===== src/rtl/intx_pkg.sv =====
package intx_pkg;
  localparam int INTX_LINES = 4;
  localparam int INTX_LSB   = 24;
  localparam int REG_W      = 32;
  localparam int ADDR_W     = 12;
  localparam logic [ADDR_W-1:0] ENABLE_OFS = 12'h180;
  localparam logic [ADDR_W-1:0] STATUS_OFS = 12'h184;

  typedef enum logic {
    EVT_RAISE = 1'b0,
    EVT_DROP  = 1'b1
  } intx_evt_e;
endpackage


===== src/rtl/intx_msg_decode.sv =====
module intx_msg_decode #(
  parameter int LINES = 4,
  parameter int SEL_W = 2
) (
  input  logic             clk,
  input  logic             rst_n,
  input  logic             valid_i,
  output logic             ready_o,
  input  logic [SEL_W-1:0] line_i,
  input  logic             deassert_i,
  output logic [LINES-1:0] raise_o,
  output logic [LINES-1:0] drop_o
);
  import intx_pkg::*;

  logic      ready_q;
  logic      take;
  intx_evt_e kind;

  // ready rises on the first edge after reset release and stays up
  always_ff @(posedge clk or negedge rst_n) begin
    if (!rst_n) ready_q <= 1'b0;
    else        ready_q <= 1'b1;
  end

  assign ready_o = ready_q;
  assign take    = valid_i & ready_q;
  assign kind    = intx_evt_e'(deassert_i);

  for (genvar g = 0; g < LINES; g++) begin : g_line_hit
    logic hit;
    assign hit        = take && (line_i == SEL_W'(g));
    assign raise_o[g] = hit && (kind == EVT_RAISE);
    assign drop_o[g]  = hit && (kind == EVT_DROP);
  end
endmodule


===== src/rtl/intx_line_state.sv =====
module intx_line_state (
  input  logic clk,
  input  logic rst_n,
  input  logic raise_i,
  input  logic drop_i,
  input  logic clr_i,
  output logic active_o,
  output logic pend_o
);
  logic active_q;
  logic pend_q;

  // remote line level as reported by messages
  always_ff @(posedge clk or negedge rst_n) begin
    if (!rst_n)       active_q <= 1'b0;
    else if (raise_i) active_q <= 1'b1;
    else if (drop_i)  active_q <= 1'b0;
  end

  // sticky pending bit: clear only honoured once the line is inactive
  always_ff @(posedge clk or negedge rst_n) begin
    if (!rst_n)                    pend_q <= 1'b0;
    else if (raise_i)              pend_q <= 1'b1;
    else if (clr_i && !active_q)   pend_q <= 1'b0;
  end

  assign active_o = active_q;
  assign pend_o   = pend_q;
endmodule


===== src/rtl/intx_reg_port.sv =====
module intx_reg_port #(
  parameter int LINES  = 4,
  parameter int LSB    = 24,
  parameter int DATA_W = 32,
  parameter int ADDR_W = 12,
  parameter logic [ADDR_W-1:0] EN_OFS = 12'h180,
  parameter logic [ADDR_W-1:0] ST_OFS = 12'h184
) (
  input  logic              clk,
  input  logic              rst_n,
  input  logic              wen_i,
  input  logic [ADDR_W-1:0] addr_i,
  input  logic [DATA_W-1:0] wdata_i,
  input  logic [LINES-1:0]  pend_i,
  output logic [LINES-1:0]  en_o,
  output logic [LINES-1:0]  clr_o,
  output logic [DATA_W-1:0] rdata_o
);
  localparam int HI = LSB + LINES;

  logic [LINES-1:0] en_q;
  logic [LINES-1:0] field;
  logic             hit_en;
  logic             hit_st;
  logic             unused_wbits;

  assign field  = wdata_i[LSB +: LINES];
  assign hit_en = (addr_i == EN_OFS);
  assign hit_st = (addr_i == ST_OFS);

  generate
    if (LSB > 0 && HI < DATA_W) begin : g_spare_both
      assign unused_wbits = ^{wdata_i[LSB-1:0], wdata_i[DATA_W-1:HI]};
    end else if (LSB > 0) begin : g_spare_low
      assign unused_wbits = ^wdata_i[LSB-1:0];
    end else if (HI < DATA_W) begin : g_spare_high
      assign unused_wbits = ^wdata_i[DATA_W-1:HI];
    end else begin : g_spare_none
      assign unused_wbits = 1'b0;
    end
  endgenerate

  always_ff @(posedge clk or negedge rst_n) begin
    if (!rst_n)                en_q <= '0;
    else if (wen_i && hit_en)  en_q <= field;
  end

  assign en_o  = en_q;
  assign clr_o = (wen_i && hit_st) ? field : '0;

  always_comb begin
    rdata_o = '0;
    if (hit_en)      rdata_o[LSB +: LINES] = en_q;
    else if (hit_st) rdata_o[LSB +: LINES] = pend_i;
  end
endmodule


===== src/rtl/intx_aggregator.sv =====
module intx_aggregator #(
  parameter int LINES  = intx_pkg::INTX_LINES,
  parameter int LSB    = intx_pkg::INTX_LSB,
  parameter int DATA_W = intx_pkg::REG_W,
  parameter int ADDR_W = intx_pkg::ADDR_W,
  parameter logic [ADDR_W-1:0] EN_OFS = intx_pkg::ENABLE_OFS,
  parameter logic [ADDR_W-1:0] ST_OFS = intx_pkg::STATUS_OFS,
  localparam int SEL_W = (LINES > 1) ? $clog2(LINES) : 1
) (
  input  logic              clk,
  input  logic              rst_n,
  input  logic              msg_valid,
  output logic              msg_ready,
  input  logic [SEL_W-1:0]  msg_line,
  input  logic              msg_deassert,
  input  logic              reg_wen,
  input  logic [ADDR_W-1:0] reg_addr,
  input  logic [DATA_W-1:0] reg_wdata,
  output logic [DATA_W-1:0] reg_rdata,
  output logic              irq_o
);
  logic [LINES-1:0] line_raise;
  logic [LINES-1:0] line_drop;
  logic [LINES-1:0] line_clr;
  logic [LINES-1:0] line_active;
  logic [LINES-1:0] line_pend;
  logic [LINES-1:0] line_en;

  intx_msg_decode #(
    .LINES (LINES),
    .SEL_W (SEL_W)
  ) u_decode (
    .clk        (clk),
    .rst_n      (rst_n),
    .valid_i    (msg_valid),
    .ready_o    (msg_ready),
    .line_i     (msg_line),
    .deassert_i (msg_deassert),
    .raise_o    (line_raise),
    .drop_o     (line_drop)
  );

  for (genvar g = 0; g < LINES; g++) begin : g_line
    intx_line_state u_state (
      .clk      (clk),
      .rst_n    (rst_n),
      .raise_i  (line_raise[g]),
      .drop_i   (line_drop[g]),
      .clr_i    (line_clr[g]),
      .active_o (line_active[g]),
      .pend_o   (line_pend[g])
    );
  end

  intx_reg_port #(
    .LINES  (LINES),
    .LSB    (LSB),
    .DATA_W (DATA_W),
    .ADDR_W (ADDR_W),
    .EN_OFS (EN_OFS),
    .ST_OFS (ST_OFS)
  ) u_regs (
    .clk     (clk),
    .rst_n   (rst_n),
    .wen_i   (reg_wen),
    .addr_i  (reg_addr),
    .wdata_i (reg_wdata),
    .pend_i  (line_pend),
    .en_o    (line_en),
    .clr_o   (line_clr),
    .rdata_o (reg_rdata)
  );

  // single parent interrupt: any unmasked pending line
  assign irq_o = |(line_pend & line_en);
endmodule


===== config.mk =====
export PLATFORM = sky130hd
export DESIGN_NAME = intx_aggregator
export DESIGN_NICKNAME = d
export VERILOG_FILES = /design/src/rtl/intx_pkg.sv /design/src/rtl/intx_msg_decode.sv /design/src/rtl/intx_line_state.sv /design/src/rtl/intx_reg_port.sv /design/src/rtl/intx_aggregator.sv
export SDC_FILE = /design/constraint.sdc
export NUM_CORES = 1
export LEC_CHECK = 0
export BUFFER_PORTS_ARGS = -buffer_cell sky130_fd_sc_hd__buf_4
export CORE_MARGIN = 2
export CORE_UTILIZATION = 40
export CTS_CLUSTER_DIAMETER = 30
export DETAILED_ROUTE_END_ITERATION = 10
export PLACE_DENSITY = 0.85
export SLEW_MARGIN = 30
export SYNTH_ARGS = -nofsm -noshare
export SYNTH_HDL_FRONTEND = slang
export SYNTH_HIERARCHICAL = 1
export SYNTH_SLANG_ARGS = --single-unit

===== constraint.sdc =====
create_clock -name clk -period 1.85 [get_ports clk]
set_input_delay 0.37 -clock clk [delete_from_list [all_inputs] [get_ports clk]]
set_output_delay 0.37 -clock clk [all_outputs]
set_load 0.01 [all_outputs]

==> run_results.csv, run 1 <==
group,metric,value,unit
final_layout,post-route-util,51.1,%
floorplanning,initial_core_util,43.5,%
clock_tree,cts_buffers,3,
clock_tree,clock-sinks,13,
timing,fin_crit,1660,ps
final_layout,diodes,0,
clock_tree,cts_root_buffer,"clkbuf_4",
critical_path,crit_start,"reg_addr[0]",
floorplanning,fp.dieH,53.5,um
routing,post_drt_via_cell_ratio,4.52,
floorplanning,die_w,53.5,um
global_route,antenna_found_initial,0,
timing,rsz0062_at_grt,"no",
critical_path,r2r-end,"g_line[2].u_state/active_o",
routing,vias,714,
synth,yosysSeqAreaShare,33.2,%
place,dpl_cell_area,0.00111,mm2
timing,fmax,0.603,GHz
clock_tree,htree_num_levels,1,
timing,slew_viol_final,0,
global_route,grt_first_pass_wirelength,2630,um
floorplanning,core,0.00225,mm2
routing,ant_nets,0,
critical_path,r2r_slack,830,ps
clock_tree,clk_path_buf_depth,2,
timing,skew,0.508,ps
critical_path,critPathKind,"input pin to output port",
power_and_ir_drop,powerDensity,572,mW/mm2
synth,synth-seq-cells,13,
place,place.gp.congestion,0.734,
routing,wl_per_cell,10.8,um
final_layout,layout-drive-gt1-share,34.6,%
floorplanning,core.rowCount,17,
timing,setup-tns-final,0,ps
place,hpwl,1460,um
final_layout,num-nets-final,182,
clock_tree,insertion_delay,260,ps
clock_tree,clk_pin_slew,70,ps
final_layout,area_delta_synth_final,17.6,%
final_layout,final_cell_mix,"conb_1, buf_4, dfrtp_1",
critical_path,start_kind,"input pin",
timing,min_period_over_period,89.7,%
routing,dr.pass1.iters,4,
critical_path,crit_arrival,1290,ps
flow_run,maxCapViolations,0,
global_route,grt_pass1_vias,613,
synth,syn_area,980,um2
power_and_ir_drop,max-vdd-ir-drop,0.000462,V
critical_path,cp-end-kind,"output port",
clock_tree,cts_tree,"done",
global_route,grt_max_degree,14,
synth,synthDistinctLibCells,25,
clock_tree,cts_setup_buffers,0,
critical_path,cp_data_required_time,1480,ps
final_layout,fin_area,0.00115,mm2
min_path,hp-class,"input pin to register",
timing,setup_viol,0,
critical_path,crit_end,"reg_rdata[24]",
routing,routed_wl,1710,um
floorplanning,die-area,0.00286,mm2
run_status,status,"finished clean",
place,port_buffers,28,
global_route,grt_overflow,0,
critical_path,r2r-start,"u_decode/ready_o",
routing,remaining_drc_errors,0,
floorplanning,io_pins,85,
routing,drtIter0Drc,14,
synth,ys_warn_count,6,
final_layout,fill_cells,214,
global_route,track_usage,12.9,%
critical_path,r2r_cells,4,
final_layout,final_common_cell,"conb_1",
synth,syn_inst,99,
timing,final_hold_viol_count,0,
critical_path,cp_max_fo,4,
synth,syn_avg_cell_area,9.90,um2
power_and_ir_drop,p_leak,0.598,nW
==> area by class of cell <==
cell class,instances,area (um2),area share (%)
repair buffers,29,220,19.1
multi-input cells,80,531,46.0
well taps,28,35.0,3.04
flip-flops and latches,13,325,28.2
inverters,4,15.0,1.30
clock buffers,4,26.3,2.28
==> synthesized netlist by cell type <==
master	count	area (um2)
and4_1	4	35.0
dfrtp_1	13	325
a22oi_1	2	15.0
mux2_2	1	11.3
nor2_1	10	37.5
a21o_1	4	30.0
nor2b_1	1	6.26
buf_4	28	210
mux2_1	3	33.8
nand3_1	1	5.00
a21o_2	4	35.0
nand3_2	1	10.0
mux2i_1	4	40.0
nand4_2	1	12.5
and3_2	1	7.51
nand2_1	2	7.51
buf_2	1	5.00
nor4b_4	1	23.8
inv_1	4	15.0
nand3b_4	1	20.0
nor3b_1	1	7.51
conb_1	2	7.51
nand2b_1	6	37.5
nor3_2	2	20.0
nor4_4	1	21.3
==> repair_timing <==
item                                    4_1_cts  5_1_grt
hold endpoints to repair                     13        0
resized for setup                             0        1
hold buffers                                  1        0
endpoints found under the setup margin        0        3
==> kinds of logic after synthesis <==
logic type / share of synthesized area [%]
AND/OR/NAND/NOR: 25.7
buffers and inverters: 23.5
other: 0.767
AO/OA/AOI/OAI: 8.17
multiplexers: 8.68
flip-flops: 33.2
==> metrics by stage <==
| step | hold WS [ps] | instances | power [mW] | setup WS (ps) |
|---|---|---|---|---|
| after floorplan | 74.4 | 126 | 0.476 | 426 |
| final | 324 | 158 | 0.659 | 191 |
| after global placement | 218 | 153 | 0.493 | 132 |
| after detailed placement | 223 | 153 | 0.499 | 94.7 |
| after CTS | 315 | 158 | 0.669 | 92.8 |
| after global routing | 322 | 158 | 0.707 | 70.2 |
==> worst max-delay path: stages <==
cell     delay (ps)
buf_4           120
nor4_4          310
nand3_1         210
nor2_1          150
buf_4           130
==> where the power goes <==
part | internal, mW | leakage, nW | switching (mW)
registers | 0.321 | 0.156 | 0.0237
logic | 0.0797 | 0.427 | 0.0708
clock network | 0.0834 | 0.0150 | 0.0805
==> sequential cells by signal, summed over array words and instances, names as in the netlist <==
signal                   cells
g_line.u_state/active_o      4
g_line.u_state/pend_o        4
u_decode/ready_o             1
u_regs/en_o                  4
==> how the worst min path moves through the flow <==
stage	startpoint	end	depth (start not counted)
2_1_floorplan	rst_n	g_line[0].u_state/active_o	0
4_1_cts	reg_wdata[27]	u_regs/en_o[3]	2
3_5_place_dp	rst_n	g_line[0].u_state/active_o	1
6_report	reg_wdata[27]	u_regs/en_o[3]	2
3_3_place_gp	rst_n	u_decode/ready_o	1
5_1_grt	reg_wdata[27]	u_regs/en_o[3]	2
==> routing by layer <==
metal  track usage [%]  up-vias  part of all wire [%]
met5                 0        -                     0
met1              14.6      321                    39
met2              23.0       51                    48
met3              2.26        2                    12
met4              6.41        0                  0.94
li1                  -      340                     -
(Power assumes the default switching activity.)
==> inputs of run 2 (changes only) <==
--- a/config.mk
+++ b/config.mk
@@ -8,8 +8,9 @@
 export BUFFER_PORTS_ARGS = -buffer_cell sky130_fd_sc_hd__buf_4
 export CORE_MARGIN = 2
-export CORE_UTILIZATION = 40
+export CORE_UTILIZATION = 38
 export CTS_CLUSTER_DIAMETER = 30
 export DETAILED_ROUTE_END_ITERATION = 10
-export PLACE_DENSITY = 0.85
+export GPL_TIMING_DRIVEN = 0
+export PLACE_DENSITY = 0.81
 export SLEW_MARGIN = 30
 export SYNTH_ARGS = -nofsm -noshare
==> constraint.sdc (replaced) <==
create_clock -name clk -period 1.8 [get_ports clk]
set_input_delay 0 -clock clk [delete_from_list [all_inputs] [get_ports clk]]
set_output_delay 0 -clock clk [all_outputs]
set_load 0.01 [all_outputs]
==> run 2 against run 1 <==
Sequential share of layout area fell by 5.0 points. Via count rose by 12%. Worst setup slack improved by 500 ps. Clock-buffer cell count did not move. Register-to-register slack got worse by 50 ps. Clock power rose by 6%. First-iteration DRC count fell by 57%. Routed wire length rose by 11%. Clock skew rose by 3.5 ps. Non-clock buffer count rose by 32. Sequential power rose by 3%.
==> run_results.csv, run 2 (synthesis results as in run 1) <==
group,metric,value,unit
clock_tree,htree_num_levels,1,
timing,skew,4.00,ps
critical_path,critPathKind,"register to output port",
timing,fmax,0.899,GHz
floorplanning,io_pins,85,
final_layout,final_common_cell,"buf_4",
timing,min_period_over_period,61.8,%
place,hpwl,1590,um
global_route,grt_overflow,0,
power_and_ir_drop,max-vdd-ir-drop,0.000543,V
critical_path,crit_arrival,1110,ps
run_status,status,"finished clean",
clock_tree,clock-sinks,13,
place,post-place-ws,465,ps
critical_path,cp_max_fo,3,
timing,rsz0062_at_grt,"no",
timing,slew_viol_final,0,
routing,routed_wl,1890,um
critical_path,start_kind,"register",
power_and_ir_drop,powerDensity,528,mW/mm2
routing,post_drt_via_cell_ratio,4.15,
clock_tree,cts_buffers,3,
floorplanning,initial_core_util,39.9,%
floorplanning,core,0.00245,mm2
place,port_buffers,27,
clock_tree,cts_tree,"done",
clock_tree,insertion_delay,270,ps
final_layout,area_delta_synth_final,42.7,%
global_route,grt_max_degree,14,
global_route,grt_pass1_vias,677,
flow_run,maxCapViolations,0,
timing,fin_crit,1110,ps
timing,setup-tns-final,0,ps
min_path,hp-class,"input pin to register",
routing,vias,797,
power_and_ir_drop,p_sw,0.197,mW
floorplanning,fp.dieH,54.8,um
critical_path,cp-end-kind,"output port",
power_and_ir_drop,internal-power,0.541,mW
timing,worst_slack,688,ps
critical_path,cp_data_required_time,1800,ps
clock_tree,clk_pin_slew,80,ps
final_layout,diodes,0,
routing,ant_nets,0,
global_route,track_usage,12.9,%
final_layout,num-nets-final,214,
final_layout,layout-drive-gt1-share,44.4,%
place,place.gp.congestion,0.694,
timing,final_hold_viol_count,0,
clock_tree,clk_path_buf_depth,2,
power_and_ir_drop,p_leak,0.765,nW
global_route,antenna_found_initial,0,
timing,setup_viol,0,
floorplanning,core.rowCount,18,
routing,dr.pass1.iters,4,
clock_tree,cts_root_buffer,"clkbuf_4",
final_layout,final_cell_mix,"buf_4, conb_1, dfrtp_1",
power_and_ir_drop,p_clk_share,23.7,%
power_and_ir_drop,switching_share,26.7,%
clock_tree,cts_resized,0,
floorplanning,die_w,54.8,um
power_and_ir_drop,p_comb_share,28.1,%
routing,drtIter0Drc,6,
routing,wl_per_cell,9.84,um
floorplanning,die-area,0.00300,mm2
global_route,grt_first_pass_wirelength,2730,um
power_and_ir_drop,seqPwrFrac,48.3,%
routing,remaining_drc_errors,0,
run 2: worst max-delay path, cell delays in order (launching register included):
cell,delay [ps]
dfrtp_1,410
a22oi_1,210
nand2_1,80
buf_4,150
run 2: what timing repair did:
| item | in CTS | in global routing |
|---|---|---|
| hold endpoints to repair | 17 | 0 |
| endpoints found under the setup margin | 0 | 0 |
| buffers inserted | 0 | 0 |
| hold buffers | 5 | 0 |
run 2: metrics by stage:
| step | cell area (um2) | hold WS, ps | std cells | utilization (%) | total power [mW] |
|---|---|---|---|---|---|
| 2_1_floorplan | 1080 | -296 | 126 | - | 0.489 |
| 3_3_place_gp | 1320 | -155 | 183 | 53.8 | 0.550 |
| 3_5_place_dp | 1320 | -142 | 183 | 53.8 | 0.559 |
| 4_1_cts | 1400 | 42.9 | 192 | 56.9 | 0.748 |
| 5_1_grt | 1400 | 62.5 | 192 | 56.9 | 0.787 |
| 6_report | 1400 | 52.5 | 192 | 56.9 | 0.737 |
run 2: path summary, 6_finish.rpt:
check | to | start | slack [ps] | cells past startpoint
hold reg to reg | g_line[1].u_state/active_o | g_line[1].u_state/active_o | 480 | 1
hold / removal | g_line[0].u_state/active_o | msg_line[1] | 50 | 4
setup reg to reg | g_line[3].u_state/active_o | u_decode/ready_o | 780 | 4
max in group asynchronous | u_regs/en_o[1] | rst_n | 1530 | 2
min in group asynchronous | u_decode/ready_o | rst_n | 100 | 2
setup / recovery | irq_o | g_line[2].u_state/pend_o | 690 | 3
run 2: power by group through the flow:
stage	combinational (mW)	sequential [mW]	clock, mW
floorplan	0.136	0.353	0
global route	0.229	0.360	0.198
detailed placement	0.198	0.361	0
CTS	0.207	0.355	0.185
global placement	0.192	0.358	0
finish	0.207	0.356	0.174
run 2: cell type report:
class / instances / area (um2)
Timing Repair Buffer: 32 / 253
Inverter: 4 / 15.0
Sequential cell: 13 / 325
Clock buffer: 4 / 26.3
Multi-Input combinational cell: 80 / 526
Tap cell: 30 / 37.5
Buffer: 29 / 215
Fill cell: 234 / 1060
run 2: routing by layer:
layer  wire [um]  vias up  global-route usage (%)
met2         910       44                    22.2
li1            -      406                       -
met5           0        -                       0
met4          12        0                    8.33
met3         237        2                    2.73
met1         728      345                    14.2
==> inputs of run 3 (changes only) <==
- ABC_AREA: not set -> 1
- CORE_UTILIZATION: 38 -> 39
- PLACE_DENSITY: 0.81 -> 0.82
- clock period: 1.8 -> 1.13 ns (I/O delays scaled with it)
==> run 3 against run 2 <==
Cell area increased by 4.7%. Synthesized area increased by 5.9%. Sequential cell count unchanged. Worst setup slack got worse by 600 ps. Clock-buffer cell count unchanged. Register-to-register slack got worse by 610 ps. Core utilization increased by 1.6 points. Global-route usage decreased by 0.52 points. Critical path depth increased by 2.
==> run_results.csv, run 3 <==
group,metric,value,unit
power_and_ir_drop,powerDensity,808,mW/mm2
synth,syn_avg_cell_area,7.20,um2
floorplanning,core.rowCount,18,
place,port_buffers,28,
synth,synthDistinctLibCells,18,
timing,final_hold_viol_count,0,
timing,setup-tns-final,0,ps
flow_run,maxCapViolations,0,
timing,fin_crit,1040,ps
global_route,track_usage,12.4,%
clock_tree,clk_pin_slew,80,ps
critical_path,crit_arrival,1040,ps
timing,setup_viol,0,
global_route,grt_overflow,0,
timing,skew,5.07,ps
critical_path,r2r-start,"u_decode/ready_o",
floorplanning,initial_core_util,41.5,%
clock_tree,cts_tree,"done",
timing,timing.hold.ws,34.3,ps
critical_path,worst-path-buf-inv,2,
synth,ys_warn_count,6,
synth,yosysTopAreaCellShare,31.4,%
synth,synth-seq-cells,13,
place,hpwl,1570,um
routing,met3_length,155,um
clock_tree,htree_num_levels,1,
synth,yosysSeqAreaShare,31.4,%
final_layout,layout-drive-gt1-share,38.5,%
critical_path,cp_max_fo,3,
global_route,grt_pass1_vias,794,
final_layout,num-nets-final,260,
routing,top_layer_used,"met4",
critical_path,cp_common_cell,"nand2_1",
critical_path,critPathKind,"register to output port",
floorplanning,io_pins,85,
synth,synth_top_cell_by_area,"dfrtp_1",
critical_path,cp-end-kind,"output port",
final_layout,diodes,0,
clock_tree,clock-sinks,13,
run_status,status,"finished clean",
clock_tree,cts_root_buffer,"clkbuf_4",
critical_path,cp_data_required_time,1130,ps
global_route,grt_max_degree,14,
synth,synth_area_leaders,"dfrtp_1, buf_4, nand2_1",
floorplanning,die_w,55.6,um
routing,post_drt_via_cell_ratio,3.89,
critical_path,cp_top_family,"flip-flops",
routing,remaining_drc_errors,0,
critical_path,crit_end,"irq_o",
routing,dr_wl_met2,902,um
routing,ant_nets,0,
critical_path,crit_chain,"nand2_1, nand2_1, inv_1, nand2_1, buf_4",
place,place.gp.congestion,0.729,
critical_path,r2r_slack,170,ps
timing,rsz0062_at_grt,"no",
min_path,hp-class,"input pin to register",
synth,synth_edf_count,0,
routing,drtIter0Drc,9,
clock_tree,cts_buffers,3,
critical_path,slowest_delay,410,ps
min_path,hold_path.startpoint,"msg_deassert",
routing,wl_per_cell,7.98,um
critical_path,r2r-end,"g_line[0].u_state/active_o",
routing,vias,927,
global_route,antenna_found_initial,0,
timing,min_period_over_period,92.1,%
critical_path,start_kind,"register",
critical_path,r2r_cells,6,
final_layout,final_common_cell,"buf_4",
routing,dr.pass1.iters,2,
power_and_ir_drop,max-vdd-ir-drop,0.000597,V
routing,routed_wl,1900,um
critical_path,crit_start,"g_line[1].u_state/pend_o",
clock_tree,clk_path_buf_depth,2,
floorplanning,die-area,0.00309,mm2
critical_path,cp_num_cells,5,
synth,yosysMostFrequentCell,"nand2_1",
global_route,grt_first_pass_wirelength,3110,um
synth,yosys-top-cells-count,"nand2_1, buf_4, inv_1",
routing,wirelength_met1,816,um
synth,yosys_most_used_dff,"dfrtp_1",
synth,syn_inst,144,
clock_tree,insertion_delay,270,ps
timing,slew_viol_final,0,
synth,syn_area,0.00104,mm2
final_layout,final_cell_mix,"buf_4, nand2_1, conb_1",
power_and_ir_drop,total_power,1.18,mW
floorplanning,core,0.00250,mm2
floorplanning,fp.dieH,55.6,um
power_and_ir_drop,p_leak,0.884,nW
timing,fmax,0.961,GHz
critical_path,slowest_stage,"dfrtp_1",
final_layout,area_delta_synth_final,41.0,%
synth,async_flop_share,100,%
==> run 3: changes by cell type in the layout (fill, tap and decap cells not counted), sizes merged, moves of 6 or more <==
cell and change:
a21o -8, inv +19, nand2 +36, nand2b -6
nand3 +9
==> run 3: tightest hold or removal path: cells and delay by family <==
kind	cells	cell delay (ps)
AND/OR/NAND/NOR	1	50
AO/OA/AOI/OAI	1	50
buffers and inverters	2	180
==> run 3: where the power goes <==
group          leakage [nW]  switching (mW)  total (mW)  internal (mW)
Clock                0.0150           0.145       0.282          0.137
Combinational         0.716           0.166       0.337          0.171
Sequential            0.153          0.0381       0.563          0.525
==> run 3: cell families (layout without fill, tap and decap cells) <==
kind of cell	count (synthesis)	count (layout)	share of synthesized area [%]
AND/OR/NAND/NOR	74	74	35.9
buffers and inverters	51	88	28.6
flip-flops	13	13	31.4
AO/OA/AOI/OAI	4	4	3.38
other	2	29	0.724
==> run 3: per-stage QoR <==
step / util (%) / cell area, um2 / std cells / setup slack [ps]
3_3_place_gp: 55.5 / 1390 / 229 / 76.6
5_1_grt: 58.5 / 1460 / 238 / 19.4
3_5_place_dp: 55.5 / 1390 / 229 / 74.0
4_1_cts: 58.1 / 1450 / 237 / 85.7
6_report: 58.5 / 1460 / 238 / 89.6
2_1_floorplan: - / 1140 / 171 / 194
==> run 3: worst min-delay path by stage <==
stage / endpoint / slack, ps / cells past startpoint
after floorplan: g_line[0].u_state/active_o / -300 / 0
after global placement: u_decode/ready_o / -150 / 1
after detailed placement: u_decode/ready_o / -140 / 1
after CTS: u_regs/en_o[1] / 3 / 3
after global routing: u_regs/en_o[2] / 30 / 3
final: g_line[0].u_state/active_o / 30 / 4
==> run 3: area by class of cell <==
cell class / instances / area (um2)
Timing Repair Buffer: 33 / 260
Multi-Input combinational cell: 107 / 517
Sequential cell: 13 / 325
Inverter: 23 / 86.3
Buffer: 28 / 210
Tap cell: 30 / 37.5
Clock buffer: 4 / 26.3
Fill cell: 232 / 1040
==> run 3: per-layer routing <==
layer  GRT usage, %  vias to the layer above
li1               -                      510
met1           14.1                      378
met2           21.1                       35
met3           3.02                        4
met4           6.97                        0
met5              0                        -
==> run 3: repair_timing <==
item / CTS / global route
setup buffers: 0 / 0
hold buffers: 4 / 1
gates resized for setup: 0 / 0
hold endpoints to repair: 16 / 1
